===== src/rtl/adc_seq_pkg.sv =====
package adc_seq_pkg;

  typedef enum logic {
    SEQ_ONESHOT = 1'b0,
    SEQ_LOOP    = 1'b1
  } seq_mode_e;

  localparam int unsigned SEQ_SHOTS_DEFAULT = 4;

endpackage


===== src/rtl/adc_trig_gate.sv =====
module adc_trig_gate #(
  parameter int unsigned NTRIG = 4
) (
  input  logic [NTRIG-1:0] trig,
  input  logic             enable,
  input  logic             busy,
  input  logic             halted,
  input  logic             restart,
  output logic             trig_any,
  output logic             accept
);

  function automatic logic any_hit(input logic [NTRIG-1:0] v);
    logic r;
    r = 1'b0;
    for (int i = 0; i < NTRIG; i++) r = r | v[i];
    return r;
  endfunction

  always_comb begin
    trig_any = any_hit(trig);
    accept   = enable && trig_any && !busy && (!halted || restart);
  end

endmodule


===== src/rtl/adc_shot_ctr.sv =====
module adc_shot_ctr #(
  parameter int unsigned SHOTS = 4
) (
  input  logic clk,
  input  logic rst_n,
  input  logic enable,
  input  logic loop_mode,
  input  logic restart,
  input  logic accept,
  output logic halted
);

  localparam int unsigned CNT_W = $clog2(SHOTS + 1);

  logic [CNT_W-1:0] count_q;
  logic [CNT_W-1:0] count_d;

  function automatic logic [CNT_W-1:0] next_count(
    input logic [CNT_W-1:0] cur,
    input logic en, input logic lp, input logic rs, input logic acc
  );
    if (!en)      return '0;
    else if (rs)  return acc ? CNT_W'(1) : '0;
    else if (acc && !lp) return cur + CNT_W'(1);
    else          return cur;
  endfunction

  always_comb begin
    count_d = next_count(count_q, enable, loop_mode, restart, accept);
    halted  = !loop_mode && (count_q == CNT_W'(SHOTS));
  end

  always_ff @(posedge clk or negedge rst_n) begin
    if (!rst_n) count_q <= '0;
    else        count_q <= count_d;
  end

  AST_COUNT_BOUND: assert property (@(posedge clk) disable iff (!rst_n)
    count_q <= CNT_W'(SHOTS));
  AST_RESTART_REARM: assert property (@(posedge clk) disable iff (!rst_n)
    (restart && enable) |=> !halted);
  AST_DISABLE_CLEARS: assert property (@(posedge clk) disable iff (!rst_n)
    !enable |=> (count_q == '0));

endmodule


===== src/rtl/adc_result_bank.sv =====
module adc_result_bank #(
  parameter int unsigned NCH = 4,
  parameter int unsigned DW  = 12
) (
  input  logic                      clk,
  input  logic                      rst_n,
  input  logic                      wr,
  input  logic [$clog2(NCH)-1:0]    wr_sel,
  input  logic [DW-1:0]             wr_data,
  output logic [NCH-1:0][DW-1:0]    res_o
);

  for (genvar g = 0; g < NCH; g++) begin : g_reg
    logic hit;
    assign hit = wr && (wr_sel == g);
    always_ff @(posedge clk or negedge rst_n) begin
      if (!rst_n)   res_o[g] <= '0;
      else if (hit) res_o[g] <= wr_data;
    end
  end

  AST_HOLD_IDLE: assert property (@(posedge clk) disable iff (!rst_n)
    !wr |=> $stable(res_o));

endmodule


===== src/rtl/adc_trig_seq.sv =====
module adc_trig_seq #(
  parameter int unsigned NTRIG = 4,
  parameter int unsigned NCH   = 4,
  parameter int unsigned DW    = 12,
  parameter int unsigned SHOTS = adc_seq_pkg::SEQ_SHOTS_DEFAULT
) (
  input  logic                   clk,
  input  logic                   rst_n,
  input  logic                   enable,
  input  logic                   loop_mode,
  input  logic [$clog2(NCH)-1:0] chan_sel,
  input  logic [NTRIG-1:0]       trig,
  input  logic                   restart,
  input  logic                   cvt_done,
  input  logic [DW-1:0]          cvt_data,
  output logic                   cvt_start,
  output logic                   conv_busy,
  output logic                   conv_irq,
  output logic [NCH-1:0][DW-1:0] res_o
);

  localparam int unsigned CHW = $clog2(NCH);

  logic           trig_any;
  logic           accept;
  logic           halted;
  logic           capture;
  logic           busy_q;
  logic           start_q;
  logic           irq_q;
  logic [CHW-1:0] sel_q;

  adc_trig_gate #(.NTRIG(NTRIG)) i_gate (
    .trig     (trig),
    .enable   (enable),
    .busy     (busy_q),
    .halted   (halted),
    .restart  (restart),
    .trig_any (trig_any),
    .accept   (accept)
  );

  adc_shot_ctr #(.SHOTS(SHOTS)) i_ctr (
    .clk       (clk),
    .rst_n     (rst_n),
    .enable    (enable),
    .loop_mode (loop_mode),
    .restart   (restart),
    .accept    (accept),
    .halted    (halted)
  );

  assign capture = enable && busy_q && cvt_done;

  always_ff @(posedge clk or negedge rst_n) begin
    if (!rst_n) begin
      busy_q  <= 1'b0;
      start_q <= 1'b0;
      irq_q   <= 1'b0;
      sel_q   <= '0;
    end else begin
      start_q <= accept;
      irq_q   <= capture;
      if (accept) sel_q <= chan_sel;
      if (!enable)      busy_q <= 1'b0;
      else if (accept)  busy_q <= 1'b1;
      else if (capture) busy_q <= 1'b0;
    end
  end

  adc_result_bank #(.NCH(NCH), .DW(DW)) i_bank (
    .clk     (clk),
    .rst_n   (rst_n),
    .wr      (capture),
    .wr_sel  (sel_q),
    .wr_data (cvt_data),
    .res_o   (res_o)
  );

  assign cvt_start = start_q;
  assign conv_busy = busy_q;
  assign conv_irq  = irq_q;

  AST_START_PULSE: assert property (@(posedge clk) disable iff (!rst_n)
    cvt_start |=> !cvt_start);
  AST_START_SETS_BUSY: assert property (@(posedge clk) disable iff (!rst_n)
    cvt_start |-> conv_busy);
  AST_BUSY_DROPS_TRIG: assert property (@(posedge clk) disable iff (!rst_n)
    conv_busy |=> !cvt_start);
  AST_IRQ_PULSE: assert property (@(posedge clk) disable iff (!rst_n)
    conv_irq |=> !conv_irq);
  AST_IRQ_IDLE: assert property (@(posedge clk) disable iff (!rst_n)
    conv_irq |-> !conv_busy);
  AST_HALT_NO_START: assert property (@(posedge clk) disable iff (!rst_n)
    (halted && !restart) |=> !cvt_start);
  AST_DISABLE_QUIET: assert property (@(posedge clk) disable iff (!rst_n)
    !enable |=> (!conv_busy && !cvt_start && !conv_irq));
  AST_IDLE_DONE: assert property (@(posedge clk) disable iff (!rst_n)
    (!conv_busy && cvt_done) |=> !conv_irq);

endmodule


===== config.mk =====
export PLATFORM = sky130hd
export DESIGN_NAME = adc_trig_seq
export DESIGN_NICKNAME = d
export VERILOG_FILES = /design/src/rtl/adc_seq_pkg.sv /design/src/rtl/adc_trig_gate.sv /design/src/rtl/adc_shot_ctr.sv /design/src/rtl/adc_result_bank.sv /design/src/rtl/adc_trig_seq.sv
export SDC_FILE = /design/constraint.sdc
export NUM_CORES = 1
export LEC_CHECK = 0
export BUFFER_PORTS_ARGS = -buffer_cell sky130_fd_sc_hd__buf_2
export CORE_UTILIZATION = 45
export DETAILED_ROUTE_END_ITERATION = 16
export GPL_TIMING_DRIVEN = 0
export PLACE_DENSITY = 0.72
export SLEW_MARGIN = 10
export SYNTH_ARGS = -nofsm -noshare
export SYNTH_HDL_FRONTEND = slang
export SYNTH_SLANG_ARGS = --single-unit

===== constraint.sdc =====
create_clock -name clk -period 1.92 [get_ports clk]
set_input_delay 0.384 -clock clk [delete_from_list [all_inputs] [get_ports clk]]
set_output_delay 0.384 -clock clk [all_outputs]
set_load 0.05 [all_outputs]

## Yosys cells after proc, flatten, opt, wreduce, memory -nomap -nowiden

Index checks and enable logic that the tools add are counted.

- Flip-flop bits (word level): 56
- Input port bits: 24
- Output and inout port bits: 51
- Logic and storage cells: 42

- Add/sub/neg operators: 1
- Equality and inequality tests: 6
- Mux-type cells: 7
- Bitwise gates (word level): 3
- Reduce and logical (&&, ||, !) cells: 16

Operators by type and width:

| kind | count |
|---|---|
| logical AND 1 bit | 11 |
| two-way mux 3 bit | 3 |
| != test 3 x 1 -> 1 bit (second input constant) | 2 |
| equality test 2 bit (second input constant) | 2 |
| two-way mux 1 bit | 4 |
| adder 3 x 1 -> 3 bit (second input constant) | 1 |
| equality test 3 bit (second input constant) | 1 |
| zero test 1 bit | 3 |
| OR 1 bit | 3 |
| equality test 2 x 1 -> 1 bit (second input constant) | 1 |
| zero test 2 bit | 1 |
| logical OR 1 bit | 1 |

## Longest topological paths before layout

Gate-level depths: netlist of the first run.

- Depth in word-level cells: 10
- Depth in mapped cells: 6
- Gate-level depth less buffers: 6

## Modules after synthesis

Synthesis of the first run repeated with hierarchy kept, for this count alone.

- Cells, all modules: 136
- Area, all modules: 2,190.9 um^2

Modules (own cells, without submodules):

| module | times used | cells an instance | area an instance (um^2) | seq. area each (um^2) |
|---|---|---|---|---|
| adc_result_bank | 1 | 104 | 1,801.7 | 1,201.2 |
| adc_shot_ctr | 1 | 19 | 193.9 | 75.1 |
| adc_trig_seq | 1 | 10 | 167.7 | 125.1 |
| adc_trig_gate | 1 | 3 | 27.5 | 0.0 |

## Least setup slack after synthesis of the first run

Ideal clock, no wire load.

- Path type: reg-to-reg
- Start point: reg busy_q (netlist: conv_busy)
- End point: reg i_bank.res_o[0] (netlist bit)
- Setup time: 0.125 ns
- Arrival time: 1.687 ns
- Required time: 1.795 ns
- Path slack: 0.108 ns
- Stages on the path, launching flop included: 6
- Path buffers: 2
- Clock period less this slack: 1.812 ns
- Cells stage by stage: dfrtp_1 and3_1 buf_4 nor3b_4 buf_6 mux2_4

- Longest elaborated chain between the ends: 3

Ends and longest elaborated chain:

| what | line | source |
|---|---|---|
| from (decl) | adc_trig_seq.sv:28 | `logic busy_q;` |
| from (signal assigned) | adc_trig_seq.sv:57 | `busy_q <= 1'b0;` |
| from (signal assigned) | adc_trig_seq.sv:65 | `if (!enable) busy_q <= 1'b0;` |
| from (signal assigned) | adc_trig_seq.sv:66 | `else if (accept) busy_q <= 1'b1;` |
| logical AND 1 bit (2 in a row) | adc_trig_seq.sv:53 | `assign capture = enable && busy_q && cvt_done;` |
| named net capture | adc_trig_seq.sv:27 | `logic capture;` |
| logical AND 1 bit | adc_result_bank.sv:15 | `assign hit = wr && (wr_sel == g);` |
| to (signal, indexed assignment) | adc_result_bank.sv:18 | `else if (hit) res_o[g] <= wr_data;` |
| to (decl) | adc_result_bank.sv:10 | `output logic [NCH-1:0][DW-1:0] res_o` |

The timed path passes the listed nets, and every way through them passes these cells.
A chain may end at the register's enable or synchronous reset.

## Final worst setup path of the first run

- Start point: reg i_ctr.count_q[0]
- End point: reg sel_q[1]

- Longest elaborated chain between the ends: 5

Ends and longest elaborated chain:

| what | line | source |
|---|---|---|
| from (decl) | adc_shot_ctr.sv:15 | `logic [CNT_W-1:0] count_q;` |
| from (signal assigned) | adc_shot_ctr.sv:35 | `else count_q <= count_d;` |
| equality test 3 bit | adc_shot_ctr.sv:30 | `halted = !loop_mode && (count_q == CNT_W'(SHOTS));` |
| logical AND 1 bit | adc_shot_ctr.sv:30 |  |
| zero test 1 bit | adc_trig_gate.sv:22 | `accept = enable && trig_any && !busy && (!halted \|\| restart);` |
| logical OR 1 bit | adc_trig_gate.sv:22 |  |
| logical AND 1 bit | adc_trig_gate.sv:22 |  |
| named net accept | adc_trig_seq.sv:25 | `logic accept;` |
| to (signal assigned) | adc_trig_seq.sv:64 | `if (accept) sel_q <= chan_sel;` |
| to (decl) | adc_trig_seq.sv:31 | `logic [CHW-1:0] sel_q;` |

The timed path passes the listed nets, and every way through them passes these cells.

==> results, run 1 <==
- The number of antenna violations at the first check in global routing is 0.
- The vertical extent of the die is approximately 73 um.
- The final critical path time including I/O delays and setup is 1.703 ns.
- Global routing used between 15 and 20% of the available tracks.
- The type of the tightest min-delay check is input port to async pin.
- The synthesized instance count is about 140.
- The worst-case headroom to the max-slew limit is between 50% and 60%.
- The synthesized netlist devotes 1.109% of its cell area to compound gates.
- In this run the cell area of the synthesized design comes to 0.002257 mm^2.
- By startpoint and endpoint, the worst setup path is classified as flop to flop.
- The number of rows in the core area is 25.
- The number of nets in the synthesized netlist is roughly 170.
- The number of global-route vias before repair was 1393.
- The antenna cell count is 0.
- From left edge to right edge, the die measures about 73 um.
- The boundary pin count is 75.
- In this run, distinct cell masters in the synthesized netlist total 25.
- The number of input and output port buffers inserted is 74.
- Once detailed placement completed, the half-perimeter wirelength came to between 2 and 3 mm.
- The sequential-to-total area share from yosys stat is 62.08%.
- The tree is rooted in a sky130_fd_sc_hd__clkbuf_8.
- Cells with a size suffix above 1 make up between 50% and 60% of the layout.
- Of the available clock period, the critical path in the final layout requires 88.70%.
- The mean routed wirelength per cell is ~15 um.
- The library cells used most frequently in the layout, excluding fill and tap cells, are 75 x sky130_fd_sc_hd__buf_2, 56 x sky130_fd_sc_hd__dfrtp_1, 30 x sky130_fd_sc_hd__mux2_2.
- Data on the critical path arrives at its endpoint at approximately 1.9 ns.
- After routing, the total negative slack on setup checks comes to 0 ns.
- The routed layout has approximately 1400 vias.
- The total of endpoints with negative setup slack in the final report is 0.
- Clock-pin slew was measured on the worst setup and hold paths at about 0.090 ns.
- The max-capacitance violation count is 0.
- After Yosys synthesis, and, or, nand and nor cells account for between 5 and 6% of the synthesized area.
- The clock passes through at most 2 buffers.
- Before antenna repair, the detailed router went through 4 iterations.
- The number of clock buffers added by TritonCTS is 5.
- During synthesis, Yosys emitted a total of 0 warnings.
- The most frequent standard cell in the layout excluding fill and tap cells is sky130_fd_sc_hd__buf_2.
- The worst setup path is launched from a flop.
- The portion of synthesized area spent on multiplexers is between 20% and 30%.
- The layout overhead on the synthesized area is 23.67%.
- The slew at the pin with the worst max-slew slack is between 0.6 and 0.7 ns.
- The area of the core is approximately 0.0048 mm^2.
- The hold buffer count at cts is 0.
- Of the total synthesized cell area, the portion taken by XOR and XNOR cells is 0%.
- The largest driver fanout on the critical path is 4.
- After synthesis, the largest family of logic cells by area is multiplexers.
- The count of fill cells added during filler insertion is 419.
- The total clock sinks is 56.
- The number of buffers inserted to repair setup after CTS is 0.
- The residual antenna-violating net count after detailed routing is 0.
- The largest net degree at the start of global routing is 57.
- Derived from the worst setup path, the maximum achievable clock frequency is 587.2 MHz.
- The final routed wirelength across all metal layers is 4.215 mm.
- The flip-flop and latch count after synthesis is 56.
- Tracing the worst setup path back leads to its startpoint at i_ctr.count_q[0].
- The critical register-to-register path startpoint is i_ctr.count_q[0].
- The first-pass GRT wire length is just under 7 mm.
- Summing the areas of all fa, ha and maj instances in the mapped netlist gives under 10% of the synthesized area.
- Using the TritonRoute via totals, the vias-per-cell ratio works out to 4.938.
- Setup repair after global routing left no endpoint under its margin.
- The mean post-synth cell area is around 16 um^2.
- The final net count is about 250.
- The number of cells upsized or downsized after cts is 0.
- The required time at the worst-slack endpoint is roughly 2.1 ns.
- The final-report max-slew violation count is 0.
- The number of design-rule violations left by the first detailed-router iteration is between 70 and 80.
- STA classifies the critical path endpoint as a flop.
- The detailed-route DRC error count is 0.
- For this run the aggregate overflow at the end of global routing stands at 0.
- The clock arrives with ~0.0078 ns of skew.
- Once the floorplan was initialized, standard cells occupied 47.16% of the core.
- At the end of routability-driven placement, the weighted congestion stood at 0.7131.
- TritonCTS built the clock tree.
- The run finished with clean final reports.
- For the worst-skew pair, the clock arrives at the later sink with an insertion delay of approximately 0.30 ns.
- The final number of hold-violating endpoints is 0.
- The die covers ~0.0053 mm^2.
- The CTS H-tree depth is 2.
==> critical path, cell delays in order, from the launching register on <==
cell and delay, ns:
sky130_fd_sc_hd__dfrtp_1 0.41, sky130_fd_sc_hd__inv_1 0.06, sky130_fd_sc_hd__ha_1 0.20, sky130_fd_sc_hd__and3b_1 0.19, sky130_fd_sc_hd__a211o_1 0.34, sky130_fd_sc_hd__inv_2 0.08
sky130_fd_sc_hd__mux2_2 0.33
==> cells in the mapped netlist (all sizes together) <==
cell type,instances,area [um^2]
nor4,3,18.77
nand3,1,10.01
nand3b,1,11.26
ha,2,25.02
mux2,50,600.6
and3,1,6.260
a21oi,1,5.000
a211o,1,8.760
and3b,2,17.52
nand2,5,18.77
nand2b,3,18.77
nor2b,1,6.260
o22ai,1,6.260
dfrtp,56,1401
buf,5,40.04
mux2i,2,20.02
nor2,1,3.750
o21ai,1,5.000
nor3b,1,18.77
inv,4,15.01
==> path summary, 6_finish.rpt <==
| check | to | slack [ns] | cells past startpoint |
|---|---|---|---|
| setup / recovery | sel_q[1] | 0.22 | 6 |
| hold / removal | i_bank.res_o[18] | 0.12 | 1 |
| setup reg to reg | sel_q[1] | 0.22 | 6 |
| hold reg to reg | i_bank.res_o[22] | 0.49 | 1 |
| max in group asynchronous | i_bank.res_o[17] | 1.33 | 1 |
| min in group clk | conv_busy | 0.29 | 2 |
==> kinds of logic (layout without fill, tap and decap cells) <==
family,count (synthesis),count (layout)
AND/OR/NAND/NOR,19,19
adder cells (fa/ha/maj),2,2
buffers and inverters,9,90
AO/OA/AOI/OAI,4,4
flip-flops,56,56
multiplexers,52,52
==> stage by stage <==
stage | setup WS, ns | hold WS [ns] | util (%) | cells | instance area [um^2]
final | 0.2169 | 0.1200 | 58.33 | 290 | 2791
after global routing | 0.1256 | 0.1816 | 58.33 | 290 | 2791
after CTS | 0.2050 | 0.2829 | 58.27 | 290 | 2789
after detailed placement | 0.1669 | 0.4754 | 56.65 | 283 | 2711
after global placement | 0.1762 | 0.4702 | 56.65 | 283 | 2711
after floorplan | 0.1083 | 0.08841 | - | 142 | 2257
==> cell type report <==
| cell class | count | area (um^2) | share of cell area, % |
|---|---|---|---|
| multi-input cells | 77 | 800.8 | 28.69 |
| well taps | 67 | 83.83 | 3.003 |
| plain buffers | 5 | 40.04 | 1.434 |
| clock inverters | 1 | 5.005 | 0.1793 |
| clock buffers | 6 | 72.57 | 2.600 |
| repair buffers | 74 | 372.9 | 13.36 |
| inverters | 4 | 15.01 | 0.5379 |
| flip-flops and latches | 56 | 1401 | 50.20 |
==> per-layer routing <==
metal  vias up  global-route usage [%]  routed length [um]  share of wire [%]
li1        658                       -                   -                  -
met2        52                   28.14                2025                 48
met1       720                   22.73                1964                 47
met5         -                       0                   0                  0
met3         2                   3.039                 201                4.8
met4         0                   7.190                  23               0.55
==> sequential cells by signal (all words and copies together) (netlist names) <==
| name | cells |
|---|---|
| conv_busy | 1 |
| cvt_start | 1 |
| conv_irq | 1 |
| i_bank.res_o | 48 |
| sel_q | 2 |
| i_ctr.count_q | 3 |
Power of run 1 is left out: the tool's default activity adds up to more than one toggle a clock period on the data nets, which glitch-free logic cannot reach.
==> run 2: changes to the inputs <==
BUFFER_PORTS_ARGS = -buffer_cell sky130_fd_sc_hd__buf_4   (was -buffer_cell sky130_fd_sc_hd__buf_2)
==> run 2 against run 1 <==
Against the previous run: core utilization up 4.1 points; non-clock buffer count did not move; critical path type unchanged; largest cell class unchanged; maximum frequency down 2.8%.
==> results, run 2 (synthesis gave the netlist of run 1 again) <==
- The flow ran to the end, and the final reports show no timing, DRC or antenna violations.
- The max-capacitance violation count is 0 (unchanged).
- The aggregate global-route resource usage is 18.60% (+1.4 points).
- The final routed wirelength across all metal layers is 4.452 mm (+5.6%).
- The count of fill cells added during filler insertion is 377 (-10%).
- The worst-case headroom to the max-slew limit is 54.72% (+1.3 points).
- The final-report max-slew violation count is 0 (unchanged).
- The cell count of the worst reg-to-reg path came to 6 (unchanged).
- The worst setup path is captured at a flop.
- The hold buffer count at cts is 0 (unchanged).
- The total clock sinks is 56 (unchanged).
- The number of CTS-inserted buffers is 5 (unchanged).
- The share of post-route cells with drive strength above 1 was 58.48% (+0.63 points).
- The die area is 0.005303 mm^2 (unchanged).
- The antenna cell count was 0 (unchanged).
- The floorplan die width is 72.83 um (unchanged).
- The final net count came to 249 (unchanged).
- The multi-input gate area in the final layout is 800.8 um^2 (unchanged).
- The top register by number of flip-flops is i_bank.res_o.
- The residual antenna-violating net count after detailed routing is 0 (unchanged).
- Setup repair after global routing left no endpoint under its margin.
- The clock transition at the register clock pins on the worst setup and hold paths after CTS is 0.11 ns (+0.02 ns).
- The most frequent standard cell in the layout excluding fill and tap cells is sky130_fd_sc_hd__buf_4.
- The final number of hold-violating endpoints came to 0 (unchanged).
- The final critical-path share of the clock period is 91.22% (+2.5 points).
- The flip-flop count of the largest register, all copies and words added came to 48 (unchanged).
- The area of the core was 0.004786 mm^2 (unchanged).
- The detailed-placement wirelength estimate is 3.259 mm (+10%).
- The placed instance count is 283 (unchanged).
- The boundary pin count is 75 (unchanged).
- The slack of the critical path came to 0.1686 ns (-0.04828 ns).
- The total overflow reported by the global router is 0 (unchanged).
- The highest attainable clock frequency is 571.0 MHz (-2.8%).
- The clock skew is 0.01071 ns (+0.002876 ns).
- Relative to the synthesized area, the layout overhead comes to 32.43%.
- In this run the clock root is driven by a sky130_fd_sc_hd__clkbuf_8.
- The startpoint-to-endpoint class of the critical path is flop to flop.
- The number of detailed-routing iterations run before antenna repair is 4 (unchanged).
- The top cell types in the final layout, fill and taps aside, are 75 x sky130_fd_sc_hd__buf_4, 56 x sky130_fd_sc_hd__dfrtp_1, 30 x sky130_fd_sc_hd__mux2_2.
- The largest net degree at the start of global routing is 57 (unchanged).
- The type of the tightest min-delay check is input port to async pin.
- The sequential cell area is 0.001401 mm^2 (unchanged).
- The total of endpoints with negative setup slack in the final report is 0 (unchanged).
- The vertical extent of the die is 72.83 um (unchanged).
- The data arrival time of the worst path is 1.95 ns (+0.05 ns).
- The mean routed wirelength per cell is 15.30 um (+5.3%).
- The initial standard-cell utilization of the core is 47.16% (unchanged).
- The slew at the pin with the worst max-slew slack is 0.6792 ns (-0.01963 ns).
- The worst setup path is launched from a flop.
- The clock tree from TritonCTS is done.
- The first-pass GRT wire length is 7.383 mm (+8.7%).
- The number of rows in the core area is 25 (unchanged).
- The detailed-route DRC error count is 0 (unchanged).
- The number of buffers on the longest clock path is 2 (unchanged).
- The routability congestion estimate came to 0.7032 (-1.4%).
- The worst hold margin is 0.09396 ns (-0.02603 ns).
- The average via count per standard cell is 4.900 (-0.76%).
- The largest registers in the layout are i_bank.res_o x48, i_ctr.count_q x3, sel_q x2.
- The number of antenna violations at the first check in global routing is 0 (unchanged).
- The number of global-route vias before repair came to 1472 (+5.7%).
- The via total after detailed routing came to 1426 (-0.42%).
- The number of buffers inserted to repair setup after CTS is 0 (unchanged).
- The number of standard cells in the final layout excluding fillers is 291 (+0.34%).
- The final setup TNS was 0 ns (unchanged).
- The number of input and output port buffers inserted is 74 (unchanged).
- The final critical path time including I/O delays and setup is 1.751 ns (+0.04828 ns).
- The CTS H-tree depth is 2 (unchanged).
- The number of design-rule violations left by the first detailed-router iteration is 38 (-51%).
- The largest driver fanout on the critical path is 4 (unchanged).
- The clock insertion delay at the later pin of the skew report is 0.31 ns (about the same).
- The required time at the worst-slack endpoint is 2.12 ns (about the same).
- The number of cells upsized or downsized after cts is 0 (unchanged).
- The setup slack at placement was 0.1678 ns (+0.0008600 ns).
## run 2: changes by cell type in the layout (fill, tap and decap cells not counted), sizes merged
cell / previous run / this run
clkbuf: 6 / 5
clkinvlp: 0 / 2
## run 2: final timing paths
kind,startpoint,slack [ns],endpoint
worst max-delay path,i_ctr.count_q[0],0.17,sel_q[1]
worst min-delay path,rst_n,0.09,i_bank.res_o[18]
worst max register to register,i_ctr.count_q[0],0.17,sel_q[1]
worst min register to register,i_bank.res_o[17],0.50,i_bank.res_o[17]
max in group asynchronous,rst_n,1.37,cvt_start
min in group clk,cvt_done,0.28,conv_busy
## run 2: layout make-up
type | count | share of cell area [%]
clock inverter | 3 | 0.7953
multi-input combinational | 77 | 26.79
clock buffer | 5 | 2.302
timing repair buffer | 74 | 18.59
inverter | 4 | 0.5023
buffer | 5 | 1.339
tap | 67 | 2.805
sequential | 56 | 46.88
## run 2: worst max-delay path, stage by stage, from the launching register on
cell and delay (ns):
sky130_fd_sc_hd__dfrtp_1 0.42, sky130_fd_sc_hd__inv_1 0.06, sky130_fd_sc_hd__ha_1 0.21, sky130_fd_sc_hd__and3b_1 0.20, sky130_fd_sc_hd__a211o_1 0.34, sky130_fd_sc_hd__inv_2 0.09, sky130_fd_sc_hd__mux2_2 0.34
## run 2: layer usage
layer  routed length, um  track usage (%)
met1                2023            24.79
met2                2091            29.28
met3                 288            5.663
met4                  48            5.882
met5                   0                0
## run 2: stage by stage
step	cell area, um^2	utilization, %
6_report	2989	62.46
5_1_grt	2989	62.46
2_1_floorplan	2257	-
3_5_place_dp	2897	60.52
4_1_cts	2989	62.46
3_3_place_gp	2897	60.52
Power of run 2 is left out for the same reason.
==> run 3: changes to the inputs <==
==> constraint.sdc (replaced) <==
create_clock -name clk -period 1.92 [get_ports clk]
set_input_delay 0.096 -clock clk [delete_from_list [all_inputs] [get_ports clk]]
set_output_delay 0.096 -clock clk [all_outputs]
set_load 0.05 [all_outputs]
==> run 3 against run 2 <==
Against the previous run: via count is 0.56% higher; sequential share of layout area fell by 0.47 points; final cell count rose by 1.0%; clock-buffer cell count unchanged; critical path depth is the same; non-clock buffer count grew 3.
==> results, run 3 (synthesis gave the netlist of run 1 again) <==
- The flow ran to the end, and the final reports show no timing, DRC or antenna violations.
- The die area is 0.005303 mm^2 (unchanged).
- The number of cells upsized or downsized after cts came to 0 (unchanged).
- The share of post-route cells with drive strength above 1 is 57.71% (-0.77 points).
- The number of antenna violations at the first check in global routing is 0 (unchanged).
- Setup repair after global routing left no endpoint under its margin.
- The library cell used most frequently in the layout, excluding fill and tap cells, is sky130_fd_sc_hd__buf_4.
- The setup slack at placement is 0.2123 ns (+0.04447 ns).
- The floorplan die width is 72.83 um (unchanged).
- The slack of the critical path is 0.1686 ns (+0.000008000 ns).
- STA classifies the critical path startpoint as a flop.
- The layout overhead on the synthesized area is 33.76%.
- Leaving out fill and tap cells, the most frequent cells in the layout are 75 x sky130_fd_sc_hd__buf_4, 56 x sky130_fd_sc_hd__dfrtp_1, 30 x sky130_fd_sc_hd__mux2_2.
- The residual antenna-violating net count after detailed routing was 0 (unchanged).
- The top metal layer carrying routed signals is met4.
- The number of input and output port buffers inserted is 74 (unchanged).
- The final critical path time including I/O delays and setup is 1.751 ns (-0.000008000 ns).
- The max-capacitance violation count is 0 (unchanged).
- The total of endpoints with negative setup slack in the final report is 0 (unchanged).
- The number of design-rule violations left by the first detailed-router iteration is 55 (+45%).
- The boundary pin count came to 75 (unchanged).
- The routability congestion estimate is 0.7032 (unchanged).
- The largest net degree at the start of global routing came to 57 (unchanged).
- The instance area after placement was 0.002897 mm^2 (unchanged).
- The average via count per standard cell came to 4.878 (-0.47%).
- The clock transition at the register clock pins on the worst setup and hold paths after CTS came to 0.11 ns (about the same).
- The number of detailed-routing iterations run before antenna repair was 4 (unchanged).
- The antenna cell count is 0 (unchanged).
- The final routed wirelength across all metal layers is 4.471 mm (+0.43%).
- The largest driver fanout on the critical path is 4 (unchanged).
- The number of global-route vias before repair is 1472 (unchanged).
- The total clock sinks is 56 (unchanged).
- In the final layout, the registers with the most flip-flops are i_bank.res_o x48, i_ctr.count_q x3, sel_q x2.
- The worst-case headroom to the max-slew limit is 54.72% (about the same).
- The CTS H-tree depth came to 2 (unchanged).
- The detailed-placement wirelength estimate came to 3.259 mm (unchanged).
- The number of buffers on the longest clock path is 2 (unchanged).
- The clock tree from TritonCTS is done.
- The wire length on met2 was 2.095 mm (+0.19%).
- The vertical extent of the die is 72.83 um (unchanged).
- The initial standard-cell utilization of the core was 47.16% (unchanged).
- The path class of the tightest hold or removal check is input port to flop.
- The final setup TNS came to 0 ns (unchanged).
- The via total after detailed routing was 1434 (+0.56%).
- The startpoint-to-endpoint class of the critical path is flop to flop.
- The number of CTS-inserted buffers came to 5 (unchanged).
- The data arrival time of the worst path is 1.95 ns (about the same).
- The mean routed wirelength per cell is 15.21 um (-0.60%).
- The post-layout instance area is 0.003019 mm^2 (+1.0%).
- The final critical-path share of the clock period is 91.22% (about the same).
- The flip-flop count of the largest register, all copies and words added came to 48 (unchanged).
- The aggregate global-route resource usage is 18.60% (unchanged).
- The detailed-route DRC error count is 0 (unchanged).
- The final number of hold-violating endpoints was 0 (unchanged).
- The number of rows in the core area was 25 (unchanged).
- The startpoint identified for the worst register-to-register timing path is i_ctr.count_q[0].
- The slew at the pin with the worst max-slew slack was 0.6793 ns (+0.00001299 ns).
- The clock insertion delay at the later pin of the skew report is 0.31 ns (about the same).
- The cell count of the worst reg-to-reg path is 6 (unchanged).
- Counting flops per register, the top entry is i_bank.res_o.
- The slack of the worst reg-to-reg path is 0.17 ns (about the same).
- The count of fill cells added during filler insertion came to 375 (-0.53%).
- The critical path starts at i_ctr.count_q[0].
- The worst register-to-register path ends at sel_q[1].
- The clock skew is 0.01085 ns (+0.0001380 ns).
- The sum of routed wire segments on met1 was 2.059 mm (+1.8%).
- The nature of the critical path endpoint is a flop.
- The area of the core is 0.004786 mm^2 (unchanged).
- The required time at the worst-slack endpoint is 2.12 ns (about the same).
- The highest attainable clock frequency came to 571.0 MHz (about the same).
- The wire length on met3 is 267 um (-7.3%).
- The final net count is 252 (+1.2%).
- Following the worst setup path forward leads to its endpoint at sel_q[1].
- The total overflow reported by the global router is 0 (unchanged).
- The final-report max-slew violation count is 0 (unchanged).
- The first-pass GRT wire length is 7.383 mm (unchanged).
- The master cell of the clock root buffer is sky130_fd_sc_hd__clkbuf_8.
==> run 3: changes by cell type in the layout (fill, tap and decap cells not counted), sizes merged <==
| cell | before | now |
|---|---|---|
| dlygate4sd3 | 0 | 3 |
==> run 3: worst min-delay path by stage <==
stage	depth (start not counted)	to	start	slack, ns
after floorplan	0	conv_busy	rst_n	-0.20
after global placement	1	i_bank.res_o[18]	rst_n	0.17
after detailed placement	1	i_bank.res_o[18]	rst_n	0.19
after CTS	2	i_bank.res_o[22]	cvt_data[10]	0.01
after global routing	2	i_bank.res_o[19]	cvt_data[7]	0.004
final	2	i_bank.res_o[22]	cvt_data[10]	0.02
==> run 3: cell type report <==
| cell class | count | area (um^2) | area share (%) |
|---|---|---|---|
| Sequential cell | 56 | 1401 | 46.42 |
| Multi-Input combinational cell | 77 | 800.8 | 26.52 |
| Timing Repair Buffer | 77 | 585.6 | 19.39 |
| Tap cell | 67 | 83.83 | 2.777 |
| Clock buffer | 5 | 68.82 | 2.279 |
| Buffer | 5 | 40.04 | 1.326 |
| Clock inverter | 3 | 23.77 | 0.7874 |
| Inverter | 4 | 15.01 | 0.4973 |
==> run 3: metrics by stage <==
step,hold WS [ns],utilization (%),std cells
global placement,0.1680,60.52,283
CTS,0.01044,62.88,293
finish,0.01778,63.09,294
global route,0.004038,63.09,294
detailed placement,0.1874,60.52,283
floorplan,-0.1996,-,142
==> run 3: repair_timing <==
item,4_1_cts,5_1_grt
setup endpoints to repair,0,0
setup buffers,0,0
hold buffers,2,1
hold endpoints to repair,57,1
==> run 3: layer usage <==
metal | vias to the layer above | track usage (%)
li1 | 665 | -
met1 | 711 | 24.79
met2 | 52 | 29.28
met3 | 6 | 5.663
met4 | 0 | 5.882
met5 | - | 0
==> run 3: critical path, stage by stage (launching register included) <==
cell and delay (ns):
sky130_fd_sc_hd__dfrtp_1 0.42, sky130_fd_sc_hd__inv_1 0.06, sky130_fd_sc_hd__ha_1 0.21, sky130_fd_sc_hd__and3b_1 0.20, sky130_fd_sc_hd__a211o_1 0.34, sky130_fd_sc_hd__inv_2 0.09, sky130_fd_sc_hd__mux2_2 0.34
Power of run 3 is left out for the same reason.
